File: src/rtl/uart_rx_pkg.sv
package uart_rx_pkg;

   typedef enum logic [2:0] {
      RX_IDLE,
      RX_START,
      RX_DATA,
      RX_PAR,
      RX_STOP,
      RX_MARK
   } rx_state_e;

   typedef struct packed {
      logic [7:0] data;
      logic       perr;
      logic       ferr;
      logic       brk;
   } rx_result_t;

   // Expected parity bit for the given data and mode.
   function automatic logic expected_parity(input logic [7:0] d,
                                            input logic even,
                                            input logic stick);
      if (stick)     return ~even;
      else if (even) return ^d;
      else           return ~(^d);
   endfunction

endpackage

File: src/rtl/uart_rx_sync.sv
module uart_rx_sync #(
   parameter int STAGES = 2
) (
   input  logic clk,
   input  logic rst_n,
   input  logic din,
   output logic dout
);
   generate
      if (STAGES < 2) begin : g_bad_stages
         $error("uart_rx_sync: STAGES must be at least 2");
      end
   endgenerate

   logic [STAGES-1:0] chain_q;

   always_ff @(posedge clk or negedge rst_n) begin
      if (!rst_n) chain_q <= '1;
      else        chain_q <= {chain_q[STAGES-2:0], din};
   end

   assign dout = chain_q[STAGES-1];
endmodule

File: src/rtl/uart_rx_baud.sv
module uart_rx_baud #(
   parameter int DIV_W = 16
) (
   input  logic             clk,
   input  logic             rst_n,
   input  logic [DIV_W-1:0] divisor,
   output logic             tick
);
   logic [DIV_W-1:0] cnt_q;
   logic [DIV_W-1:0] limit;

   assign limit = (divisor == '0) ? '0 : divisor - DIV_W'(1);
   assign tick  = (cnt_q >= limit);

   always_ff @(posedge clk or negedge rst_n) begin
      if (!rst_n)    cnt_q <= '0;
      else if (tick) cnt_q <= '0;
      else           cnt_q <= cnt_q + DIV_W'(1);
   end
endmodule

File: src/rtl/uart_rx_frame.sv
module uart_rx_frame
   import uart_rx_pkg::*;
#(
   parameter int OVS = 16
) (
   input  logic       clk,
   input  logic       rst_n,
   input  logic       tick,
   input  logic       rx_s,
   input  logic [1:0] word_len,
   input  logic [2:0] parity_cfg,
   output rx_result_t res,
   output logic       res_vld
);
   localparam int CW = $clog2(OVS);
   localparam logic [CW-1:0] HALF_M1 = CW'(OVS / 2 - 1);
   localparam logic [CW-1:0] FULL_M1 = CW'(OVS - 1);

   rx_state_e  state_q;
   logic [CW-1:0] cnt_q;
   logic [2:0] idx_q;
   logic [7:0] data_q;
   logic       par_q;
   rx_result_t res_q;
   logic       res_vld_q;
   logic [2:0] last_idx;
   logic       pen;
   logic       mid_bit;

   assign last_idx = 3'd4 + {1'b0, word_len};
   assign pen      = parity_cfg[0];
   assign mid_bit  = tick && (cnt_q == FULL_M1);

   always_ff @(posedge clk or negedge rst_n) begin
      if (!rst_n) begin
         state_q   <= RX_IDLE;
         cnt_q     <= '0;
         idx_q     <= '0;
         data_q    <= '0;
         par_q     <= 1'b0;
         res_q     <= '0;
         res_vld_q <= 1'b0;
      end else begin
         res_vld_q <= 1'b0;
         if (tick && !mid_bit) cnt_q <= cnt_q + CW'(1);
         case (state_q)
            RX_IDLE: begin
               if (tick && !rx_s) begin
                  state_q <= RX_START;
                  cnt_q   <= '0;
               end
            end
            RX_START: begin
               if (tick && cnt_q == HALF_M1) begin
                  cnt_q <= '0;
                  if (rx_s) begin
                     state_q <= RX_IDLE;
                  end else begin
                     state_q <= RX_DATA;
                     idx_q   <= '0;
                     data_q  <= '0;
                     par_q   <= 1'b0;
                  end
               end
            end
            RX_DATA: begin
               if (mid_bit) begin
                  cnt_q         <= '0;
                  data_q[idx_q] <= rx_s;
                  if (idx_q == last_idx) state_q <= pen ? RX_PAR : RX_STOP;
                  else                   idx_q   <= idx_q + 3'd1;
               end
            end
            RX_PAR: begin
               if (mid_bit) begin
                  cnt_q   <= '0;
                  par_q   <= rx_s;
                  state_q <= RX_STOP;
               end
            end
            RX_STOP: begin
               if (mid_bit) begin
                  cnt_q      <= '0;
                  res_vld_q  <= 1'b1;
                  res_q.data <= data_q;
                  res_q.ferr <= !rx_s;
                  res_q.perr <= pen &&
                     (par_q != expected_parity(data_q, parity_cfg[1], parity_cfg[2]));
                  res_q.brk  <= !rx_s && (data_q == '0) && (!pen || !par_q);
                  state_q    <= rx_s ? RX_IDLE : RX_MARK;
               end
            end
            RX_MARK: begin
               if (rx_s) state_q <= RX_IDLE;
            end
            default: state_q <= RX_IDLE;
         endcase
      end
   end

   assign res     = res_q;
   assign res_vld = res_vld_q;


   start_confirm_chk: assert property (@(posedge clk) disable iff (!rst_n)
      (state_q == RX_DATA && $past(state_q) == RX_START) |-> !$past(rx_s));

   break_implies_framing_chk: assert property (@(posedge clk) disable iff (!rst_n)
      (res_vld_q && res_q.brk) |-> res_q.ferr);

   single_result_chk: assert property (@(posedge clk) disable iff (!rst_n)
      res_vld_q |=> !res_vld_q);

   mark_exit_chk: assert property (@(posedge clk) disable iff (!rst_n)
      ($past(state_q) == RX_MARK && state_q == RX_IDLE) |-> $past(rx_s));
endmodule

File: src/rtl/uart_rx_status.sv
module uart_rx_status
   import uart_rx_pkg::*;
(
   input  logic       clk,
   input  logic       rst_n,
   input  rx_result_t res,
   input  logic       res_vld,
   input  logic       rbr_rd,
   input  logic       lsr_rd,
   input  logic       thre_in,
   input  logic       temt_in,
   output logic [7:0] rbr,
   output logic [7:0] lsr
);
   logic [7:0] rbr_q;
   logic dr_q, oe_q, pe_q, fe_q, bi_q;
   logic load;

   assign load = res_vld && (!dr_q || rbr_rd);

   always_ff @(posedge clk or negedge rst_n) begin
      if (!rst_n) begin
         rbr_q <= '0;
         dr_q  <= 1'b0;
         oe_q  <= 1'b0;
         pe_q  <= 1'b0;
         fe_q  <= 1'b0;
         bi_q  <= 1'b0;
      end else begin
         if (load) begin
            rbr_q <= res.data;
            dr_q  <= 1'b1;
         end else if (rbr_rd) begin
            dr_q  <= 1'b0;
         end
         if (res_vld && dr_q && !rbr_rd) oe_q <= 1'b1;
         else if (lsr_rd)                oe_q <= 1'b0;
         if (res_vld && res.perr)        pe_q <= 1'b1;
         else if (lsr_rd)                pe_q <= 1'b0;
         if (res_vld && res.ferr)        fe_q <= 1'b1;
         else if (lsr_rd)                fe_q <= 1'b0;
         if (res_vld && res.brk)         bi_q <= 1'b1;
         else if (lsr_rd)                bi_q <= 1'b0;
      end
   end

   assign rbr = rbr_q;
   assign lsr = {1'b0, temt_in, thre_in, bi_q, fe_q, pe_q, oe_q, dr_q};


   ready_clear_chk: assert property (@(posedge clk) disable iff (!rst_n)
      $fell(dr_q) |-> $past(rbr_rd));

   overrun_cause_chk: assert property (@(posedge clk) disable iff (!rst_n)
      $rose(oe_q) |-> $past(dr_q) && $past(res_vld));

   buffer_hold_chk: assert property (@(posedge clk) disable iff (!rst_n)
      !$stable(rbr_q) |-> dr_q);

   framing_clear_chk: assert property (@(posedge clk) disable iff (!rst_n)
      $fell(fe_q) |-> $past(lsr_rd));
endmodule

File: src/rtl/uart_rx_line.sv
module uart_rx_line
   import uart_rx_pkg::*;
#(
   parameter int DIV_W       = 16,
   parameter int OVS         = 16,
   parameter int SYNC_STAGES = 2
) (
   input  logic             clk,
   input  logic             rst_n,
   input  logic             rxd,
   input  logic [DIV_W-1:0] divisor,
   input  logic [1:0]       word_len,
   input  logic [2:0]       parity_cfg,
   input  logic             rbr_rd,
   input  logic             lsr_rd,
   input  logic             thre_in,
   input  logic             temt_in,
   output logic [7:0]       rx_byte,
   output logic [7:0]       line_status
);
   generate
      if (OVS < 4 || (OVS % 2) != 0) begin : g_bad_ovs
         $error("uart_rx_line: OVS must be even and at least 4");
      end
      if (DIV_W < 1) begin : g_bad_div
         $error("uart_rx_line: DIV_W must be positive");
      end
   endgenerate

   logic       rx_s;
   logic       tick;
   rx_result_t res;
   logic       res_vld;

   uart_rx_sync #(.STAGES(SYNC_STAGES)) u_sync (
      .clk(clk), .rst_n(rst_n), .din(rxd), .dout(rx_s));

   uart_rx_baud #(.DIV_W(DIV_W)) u_baud (
      .clk(clk), .rst_n(rst_n), .divisor(divisor), .tick(tick));

   uart_rx_frame #(.OVS(OVS)) u_frame (
      .clk(clk), .rst_n(rst_n), .tick(tick), .rx_s(rx_s),
      .word_len(word_len), .parity_cfg(parity_cfg),
      .res(res), .res_vld(res_vld));

   uart_rx_status u_status (
      .clk(clk), .rst_n(rst_n), .res(res), .res_vld(res_vld),
      .rbr_rd(rbr_rd), .lsr_rd(lsr_rd),
      .thre_in(thre_in), .temt_in(temt_in),
      .rbr(rx_byte), .lsr(line_status));


   status_top_bit_chk: assert property (@(posedge clk) disable iff (!rst_n)
      line_status[7] == 1'b0 && line_status[6] == temt_in);
endmodule

File: config.mk
export PLATFORM = sky130hd
export DESIGN_NAME = uart_rx_line
export DESIGN_NICKNAME = d
export VERILOG_FILES = /design/src/rtl/uart_rx_pkg.sv /design/src/rtl/uart_rx_sync.sv /design/src/rtl/uart_rx_baud.sv /design/src/rtl/uart_rx_frame.sv /design/src/rtl/uart_rx_status.sv /design/src/rtl/uart_rx_line.sv
export SDC_FILE = /design/constraint.sdc
export NUM_CORES = 1
export LEC_CHECK = 0
export BUFFER_PORTS_ARGS = -buffer_cell sky130_fd_sc_hd__buf_4
export CAP_MARGIN = 20
export CORE_AREA = 2 2 115 95
export CTS_CLUSTER_DIAMETER = 100
export DETAILED_ROUTE_END_ITERATION = 16
export DIE_AREA = 0 0 117 97
export GPL_TIMING_DRIVEN = 0
export PLACE_DENSITY_LB_ADDON = 0.1
export SETUP_SLACK_MARGIN = 0.05
export SYNTH_ARGS = -nofsm -noshare
export SYNTH_HDL_FRONTEND = slang
export SYNTH_SLANG_ARGS = --single-unit
File: constraint.sdc
create_clock -name clk -period 6.3 [get_ports clk]
set_input_delay 0.945 -clock clk [delete_from_list [all_inputs] [get_ports clk]]
set_output_delay 0.945 -clock clk [all_outputs]
set_load 0.005 [all_outputs]
==> impl_metrics.yaml, run 1 <==
setup_path:
  crit_path_start_kind: "primary input"
  critPathKind: "in2reg"
  reg2reg_setup_slack_ns: 3.48
  worst-path-max-fanout: 10
  critPathArrivalTime_ns: 4.76
  cpPeakStageDelay_ns: 0.67
  cp.required_ns: 6.51
  crit_family: "simple AND/OR/NAND/NOR gates"
  cp.buffers_inverters: 3
  crit_chain: "buf_4, nor4_1, nand4_1, clkbuf_1, nand2_1, ha_1, nand4_1, nor3_1, o2111a_1, nor3_4, nor4_4, buf_6, mux2_4"
  cp-end-kind: "flop"
  slowest_stage: "nor4_1"
  path_common_cell: "nand4_1"
layout:
  final_cells: 618
  fin_nets: 526
  final_cell_mix: "dfrtp_1, buf_4, nand2_1"
  num_antenna_cells: 0
  layout-drive-gt1-share_pct: 22.2
  syn_to_final_growth_pct: 18.7
  final_common_cell: "dfrtp_1"
sta:
  period_share_pct: 72.2
  fin_crit_ns: 4.55
  fin_setup_tns_ns: 0
  drv_slew: 0
  finalSetupViolations: 0
  max_slew.worst_pin.slew_ns: 0.790
  finalHoldViolCount: 0
  fmax_mhz: 220
  rsz0062_at_grt: "false"
  slew_headroom_pct: 47.3
  fin_worst_skew_ns: 0.00466
cts:
  numCtsBuffers: 9
  cts_tree: "built"
  post_cts_buffers: 0
  insertion_delay_ns: 0.33
  ctsHoldBuffers: 0
  clk_pin_slew_ns: 0.05
  clockRootBuffer: "clkbuf_16"
  clkSinkCount: 62
  cts_resized: 0
  clock_path_buffers: 2
  htreeDepth: 3
min_path:
  hold_path.class: "reg2reg"
synth:
  syn_area_mm2: 0.00401
  synth-edff-count: 0
  ys_ff_latch: 62
  synthCells: 422
  postSynthAreaPerCell_um2: 9.51
  syn_nets: 475
  ys_types: 55
  yosysSeqAreaShare_pct: 38.7
  synth_warnings: 0
  async_flop_share_pct: 100
  ys.flop_type: "dfrtp_1"
global_route:
  antenna_found_initial: 0
  grt-ovfl-total: 0
  grt_max_degree: 63
  grt_pass1_vias: 2873
  grt_usage_pct: 16.3
  grt_pass1_wl_mm: 14.4
die:
  die_w_um: 117
  die_h_um: 97
  die_area_mm2: 0.0113
  coreArea_mm2: 0.0101
  placementRows: 33
  io_pins: 44
  initial_utilization_pct: 39.7
drt:
  drt-total-wl_mm: 8.65
  via_per_inst: 5.00
  detail-route-antenna-nets: 0
  wl_per_cell_um: 14.0
  num_vias: 3091
  dr.pass1.iters: 4
  drc_errors: 0
  drtIter0Drc: 121
power_and_ir_drop:
  powerDensity_mw_per_mm2: 283
  p_total_mw: 1.35
  p_leak_nw: 2.19
  ir_drop_mv: 0.160
run:
  max-cap-violations: 0
place:
  dp_hpwl_mm: 6.49
  gp_congestion: 0.878
  numPortBuffers: 40
  dp_cells: 602
status:
  outcome: "finished clean"
logic make-up (layout without fill, tap and decap cells):
| family | count (synthesis) | after routing | share of synthesized area (%) |
|---|---|---|---|
| AOI/OAI and AO/OA | 81 | 81 | 13.0 |
| muxes | 22 | 22 | 6.70 |
| and+or+nand+nor | 149 | 149 | 20.2 |
| adders and majority gates | 25 | 25 | 7.79 |
| DFF | 62 | 62 | 38.7 |
| buffers and inverters | 49 | 105 | 6.36 |
| other | 1 | 1 | 0.0934 |
| xor gates and xnor gates | 33 | 33 | 7.20 |
area by class of cell:
cell class,instances,area [µm²]
Fill cell,985,5350
Multi-Input combinational cell,311,2200
Sequential cell,62,1550
Timing Repair Buffer,40,300
Clock buffer,10,239
Tap cell,140,175
Buffer,21,150
Inverter,28,105
Clock inverter,6,37.5
where the power goes:
part | switching, mW | internal (mW) | total, mW
registers | 0.0561 | 0.449 | 0.505
logic | 0.226 | 0.160 | 0.385
clock network | 0.182 | 0.274 | 0.456
total | 0.464 | 0.883 | 1.35
sequential cells by signal, summed over array words and instances, names as in the netlist, 2 cells and up:
name             count
u_frame.state_q      3
u_frame.res         11
u_frame.cnt_q        4
u_sync.chain_q       2
u_frame.idx_q        3
u_frame.data_q       8
u_status.rbr         8
u_baud.cnt_q        16
synthesized netlist by cell type, drive strengths merged (2+ instances only):
cell	number	share of area [%]
dfrtp	60	37
nand2	43	4.0
nor2	35	5.0
o21ai	35	4.4
inv	28	2.6
ha	25	7.8
a21oi	18	2.3
mux2	18	5.7
xor2	17	3.7
buf	16	3.3
xnor2	16	3.5
nand3	15	1.9
nand4	14	2.2
nor3	12	1.8
nand2b	8	1.2
and2	5	0.78
clkbuf	5	0.47
o22ai	5	0.78
o2bb2ai	5	1.1
mux2i	4	1.0
nor2b	4	0.62
or3	4	0.62
and3	3	0.47
nor4	3	0.84
o21a	3	0.56
a21o	2	0.37
a41oi	2	0.62
dfstp	2	1.3
o221ai	2	0.75
per-layer routing:
metal	global-route usage, %	part of all wire [%]	up-vias	wire [µm]
li1	-	-	1569	-
met1	25.9	56	1471	4810
met2	20.7	40	49	3480
met3	5.89	3.8	2	326
met4	3.62	0.42	0	36
met5	0	0	-	0
worst register-to-register path, cell delays in order, from the launching register on:
cell,delay [ns]
dfrtp_1,0.41
ha_1,0.33
nand4_1,0.16
nor3_1,0.35
o2111a_1,0.36
nor3_4,0.13
nor4_4,0.41
buf_6,0.24
mux2_4,0.32
metrics by stage:
step / worst slack [ns] / instance area (µm²) / util, % / hold WS, ns
floorplan: 2.31 / 4010 / - / 0.345
global placement: 1.46 / 4490 / 44.4 / 0.346
detailed placement: 1.41 / 4490 / 44.4 / 0.348
CTS: 1.74 / 4770 / 47.1 / 0.357
global route: 1.46 / 4770 / 47.1 / 0.357
finish: 1.75 / 4770 / 47.1 / 0.356
path summary, 6_finish.rpt:
path / startpoint / end / depth (start not counted)
setup / recovery: divisor[5] / u_frame.res[0]$_DFFE_PN0P_ / 13
hold / removal: u_sync.chain_q[0]$_DFF_PN1_ / u_sync.chain_q[1]$_DFF_PN1_ / 0
setup reg to reg: u_baud.cnt_q[13]$_DFF_PN0_ / u_frame.res[0]$_DFFE_PN0P_ / 8
hold reg to reg: u_sync.chain_q[0]$_DFF_PN1_ / u_sync.chain_q[1]$_DFF_PN1_ / 0
max in group asynchronous: rst_n / u_baud.cnt_q[2]$_DFF_PN0_ / 1
min in group asynchronous: rst_n / u_status.rbr[5]$_DFFE_PN0P_ / 1
(Power assumes the default switching activity.)
==> run 2, diff against run 1 <==
- clock period: 6.3 -> 3.89 ns (I/O delays scaled with it)
==> run 2 against run 1 <==
Against the previous run: cell area up 1.4%; combinational power up 65%; clock-buffer cell count unchanged; highest routed layer unchanged; sequential share of layout area shrank 0.45 points; routed wire length increased by 0.68%; critical path type unchanged; final cell count increased by 0.81%; sequential cell count unchanged; largest power group unchanged; die area stayed put.
==> impl_metrics.yaml, run 2 (synthesis gave the netlist of run 1 again) <==
power_and_ir_drop:
  power.switching_mw: 0.757
  powerDensity_mw_per_mm2: 454
  ir_drop_mv: 0.257
  power_frac_seq_pct: 37.3
  pwr-share-clk_pct: 33.7
  p_leak_nw: 2.22
  switching_share_pct: 34.5
  p_total_mw: 2.19
  p_int_mw: 1.44
  power_frac_comb_pct: 29.0
global_route:
  grt-ovfl-total: 0
  grt_max_degree: 63
  grt_pass1_vias: 2896
  grt_pass1_wl_mm: 14.5
  antenna_found_initial: 0
  grt_usage_pct: 16.4
sta:
  finalSetupViolations: 0
  max_slew.worst_pin.slew_ns: 0.791
  fin_crit_ns: 3.49
  finalHoldViolCount: 0
  fmax_mhz: 287
  period_share_pct: 89.7
  fin_worst_skew_ns: 0.00670
  slew_headroom_pct: 47.3
  drv_slew: 0
  rsz0062_at_grt: "false"
drt:
  wl_per_cell_um: 14.0
  detail-route-antenna-nets: 0
  drt-total-wl_mm: 8.71
  dr.pass1.iters: 4
  drc_errors: 0
  drtIter0Drc: 126
  via_per_inst: 5.01
  num_vias: 3124
layout:
  final_common_cell: "dfrtp_1"
  num_antenna_cells: 0
  layout-drive-gt1-share_pct: 24.0
  largest_reg_flops: 16
  final_cells: 623
  finalInstanceArea_mm2: 0.00483
  regMostFlops: "u_baud.cnt_q"
  fin_nets: 531
  final_cell_mix: "dfrtp_1, buf_4, nand2_1"
  syn_to_final_growth_pct: 20.4
setup_path:
  cp-end-kind: "flop"
  critPathKind: "in2reg"
  cp.required_ns: 4.09
  critPathArrivalTime_ns: 3.69
  crit_path_start_kind: "primary input"
  worst-path-max-fanout: 10
die:
  io_pins: 44
  die_h_um: 97
  die_w_um: 117
  placementRows: 33
  die_area_mm2: 0.0113
  initial_utilization_pct: 39.7
  coreArea_mm2: 0.0101
place:
  place_area_mm2: 0.00449
  numPortBuffers: 40
  dp_hpwl_mm: 6.49
  dp_cells: 602
  gp_congestion: 0.878
cts:
  clkSinkCount: 62
  clock_path_buffers: 2
  ctsHoldBuffers: 0
  numCtsBuffers: 9
  clk_pin_slew_ns: 0.06
  insertion_delay_ns: 0.33
  cts_tree: "built"
  clockRootBuffer: "clkbuf_16"
  htreeDepth: 3
min_path:
  hold_path.class: "in2async"
run:
  max-cap-violations: 0
status:
  outcome: "finished clean"
## run 2: metrics by stage
step	util, %	worst slack (ns)	setup TNS (ns)	hold WS [ns]
finish	47.8	0.400	0	0.351
global route	47.8	0.0992	0	0.339
CTS	47.5	0.0738	0	0.344
detailed placement	44.4	-0.634	-19.68	0.348
global placement	44.4	-0.590	-16.43	0.346
floorplan	-	0.262	0	0.288
## run 2: power by group through the flow
stage               combinational (mW)  clock [mW]  sequential, mW
finish                           0.635       0.739           0.818
global route                     0.713       0.792           0.832
CTS                              0.628       0.759           0.818
detailed placement               0.623           0           0.829
global placement                 0.606           0           0.827
floorplan                        0.472           0           0.806
## run 2: final cells by class
| class | count | area [µm²] |
|---|---|---|
| Clock inverter | 6 | 37.5 |
| Tap cell | 140 | 175 |
| Multi-Input combinational cell | 311 | 2230 |
| Fill cell | 985 | 5280 |
| Buffer | 21 | 151 |
| Inverter | 28 | 105 |
| Clock buffer | 10 | 239 |
| Timing Repair Buffer | 45 | 338 |
| Sequential cell | 62 | 1550 |
## run 2: worst max-delay path, stage by stage
cell      delay (ns)
buf_4           0.13
nor3_1          0.24
nand2b_1        0.10
nor2_1          0.18
nand4_1         0.18
clkbuf_2        0.24
nand2_1         0.10
ha_1            0.25
nand4_1         0.17
nor3_1          0.08
or4_4           0.54
or3_1           0.34
buf_6           0.15
buf_6           0.15
nand4_1         0.16
o21ai_0         0.10
## run 2: what timing repair did
action                                  in CTS  in global routing
pin swaps                                    1                  2
endpoints found under the hold margin        0                  0
endpoints found under the setup margin      43                 14
gates cloned                                 0                  0
setup buffers                                3                  2
gates resized for setup                      3                  3
## run 2: worst paths after layout
path	from	to	slack, ns	cells past startpoint
max	divisor[10]	u_frame.data_q[2]$_DFFE_PN0P_	0.40	16
min	rst_n	u_frame.data_q[5]$_DFFE_PN0P_	0.35	1
max reg2reg	u_baud.cnt_q[0]$_DFF_PN0_	u_frame.data_q[2]$_DFFE_PN0P_	1.32	10
min reg2reg	u_sync.chain_q[0]$_DFF_PN1_	u_sync.chain_q[1]$_DFF_PN1_	0.36	0
max in group asynchronous	rst_n	u_baud.cnt_q[2]$_DFF_PN0_	3.03	1
min in group clk	u_sync.chain_q[0]$_DFF_PN1_	u_sync.chain_q[1]$_DFF_PN1_	0.36	0
## run 2: routing by layer
layer | global-route usage [%] | vias up | wire [µm]
li1 | - | 1587 | -
met1 | 26.1 | 1483 | 4830
met4 | 3.62 | 0 | 54
met3 | 5.89 | 4 | 373
met2 | 20.9 | 50 | 3450
met5 | 0 | - | 0
==> run 3, diff against run 2 <==
- CTS_BUF_LIST: not set -> sky130_fd_sc_hd__clkbuf_8
==> run 3 against run 2 <==
Against the previous run: non-clock buffer count unchanged; first-iteration DRC count down 4.8%; critical path type unchanged; global-route usage up 0.065 points; clock skew up 0.0022 ns; cell area down 2.1%.
==> impl_metrics.yaml, run 3 (synthesis gave the netlist of run 1 again) <==
cts:
  clockRootBuffer: "clkbuf_8"
  ctsHoldBuffers: 0
  clock_path_buffers: 2
  clkSinkCount: 62
  insertion_delay_ns: 0.35
  cts_tree: "built"
  htreeDepth: 3
  numCtsBuffers: 9
  clk_pin_slew_ns: 0.07
setup_path:
  worst-path-max-fanout: 10
  cp-end-kind: "flop"
  crit_path_start_kind: "primary input"
  reg2reg_setup_slack_ns: 1.24
  cp.required_ns: 4.12
  critPathKind: "in2reg"
  critPathArrivalTime_ns: 3.78
drt:
  detail-route-antenna-nets: 0
  drc_errors: 0
  drt-total-wl_mm: 8.70
  wl_per_cell_um: 14.0
  via_per_inst: 5.01
  num_vias: 3121
  drtIter0Drc: 120
  dr.pass1.iters: 4
global_route:
  grt_pass1_vias: 2898
  grt_pass1_wl_mm: 14.6
  grt_usage_pct: 16.5
  antenna_found_initial: 0
  grt_max_degree: 63
  grt-ovfl-total: 0
power_and_ir_drop:
  p_leak_nw: 2.17
  pwr-share-clk_pct: 26.1
  p_int_mw: 1.24
  power_frac_seq_pct: 41.7
  power_frac_comb_pct: 32.3
  p_total_mw: 1.96
  switching_share_pct: 37.0
  powerDensity_mw_per_mm2: 415
  ir_drop_mv: 0.232
  power.switching_mw: 0.727
place:
  place_area_mm2: 0.00449
  numPortBuffers: 40
  place_ws_ns: -0.634
  dp_cells: 602
  gp_congestion: 0.878
  dp_hpwl_mm: 6.49
die:
  die_area_mm2: 0.0113
  io_pins: 44
  initial_utilization_pct: 39.7
  die_h_um: 97
  coreArea_mm2: 0.0101
  die_w_um: 117
  placementRows: 33
sta:
  fmax_mhz: 282
  finalHoldViolCount: 0
  finalSetupViolations: 0
  timing.final.ws_setup_ns: 0.340
  rsz0062_at_grt: "false"
  fin_crit_ns: 3.55
  max_slew.worst_pin.slew_ns: 0.780
  period_share_pct: 91.3
  fin_worst_skew_ns: 0.00886
  slew_headroom_pct: 48.0
  drv_slew: 0
layout:
  num_antenna_cells: 0
  fin_nets: 531
  final_cells: 623
  largest_reg_flops: 16
  regMostFlops: "u_baud.cnt_q"
  utilization_pct: 46.8
  final_cell_mix: "dfrtp_1, buf_4, nand2_1"
  finalInstanceArea_mm2: 0.00473
  layout-drive-gt1-share_pct: 24.0
  final_common_cell: "dfrtp_1"
  syn_to_final_growth_pct: 17.9
min_path:
  hold_path.class: "in2async"
run:
  max-cap-violations: 0
status:
  outcome: "finished clean"
## run 3: changes by cell type in the layout (fill, tap and decap cells not counted)
cell,before,now
clkbuf_8,1,10
clkbuf_16,9,0
## run 3: metal layers
layer / share of wire [%] / wire, µm / vias up / global-route usage [%]
met2: 41 / 3520 / 51 / 20.7
met1: 54 / 4720 / 1483 / 26.2
met4: 1.1 / 95 / 0 / 5.88
li1: - / - / 1581 / -
met5: 0 / 0 / - / 0
met3: 4.1 / 358 / 6 / 4.76
## run 3: final timing paths
check                                         endpoint  depth (start not counted)                         from
setup reg to reg            u_frame.res[0]$_DFFE_PN0P_                          8   u_baud.cnt_q[13]$_DFF_PN0_
hold reg to reg            u_sync.chain_q[1]$_DFF_PN1_                          0  u_sync.chain_q[0]$_DFF_PN1_
hold / removal             u_status.rbr[5]$_DFFE_PN0P_                          1                        rst_n
min in group clk           u_sync.chain_q[0]$_DFF_PN1_                          1                          rxd
setup / recovery            u_frame.res[0]$_DFFE_PN0P_                         14                   divisor[5]
max in group asynchronous    u_baud.cnt_q[2]$_DFF_PN0_                          1                        rst_n
## run 3: area by class of cell
type	count	area, µm²
Fill cell	994	5390
Multi-Input combinational cell	311	2230
Sequential cell	62	1550
Timing Repair Buffer	45	338
Tap cell	140	175
Buffer	21	151
Clock buffer	10	138
Inverter	28	105
Clock inverter	6	37.5
## run 3: what timing repair did
action,in CTS,in global routing
endpoints found under the setup margin,39,12
cloned,0,0
pin swaps,1,1
resized for setup,3,3
setup buffers,3,2
## run 3: worst max-delay path: stages
cell     delay (ns)
buf_4          0.12
nor4_4         0.37
and3_1         0.30
nand2_1        0.09
xnor2_1        0.14
nand2_1        0.08
ha_1           0.32
nand4_1        0.18
nor3_2         0.28
and2_1         0.28
nor3_4         0.09
nor4_4         0.39
buf_6          0.24
mux2_4         0.31
## run 3: power by group through the flow
stage	clock network (mW)	registers, mW	logic [mW]
after floorplan	0	0.806	0.472
after global placement	0	0.827	0.606
after detailed placement	0	0.829	0.623
after CTS	0.529	0.817	0.628
after global routing	0.567	0.831	0.713
final	0.511	0.818	0.633
## run 3: stage by stage
| step | TNS (ns) | hold WS, ns |
|---|---|---|
| floorplan | 0 | 0.288 |
| global placement | -16.43 | 0.346 |
| detailed placement | -19.68 | 0.348 |
| CTS | 0 | 0.321 |
| global route | 0 | 0.308 |
| finish | 0 | 0.318 |
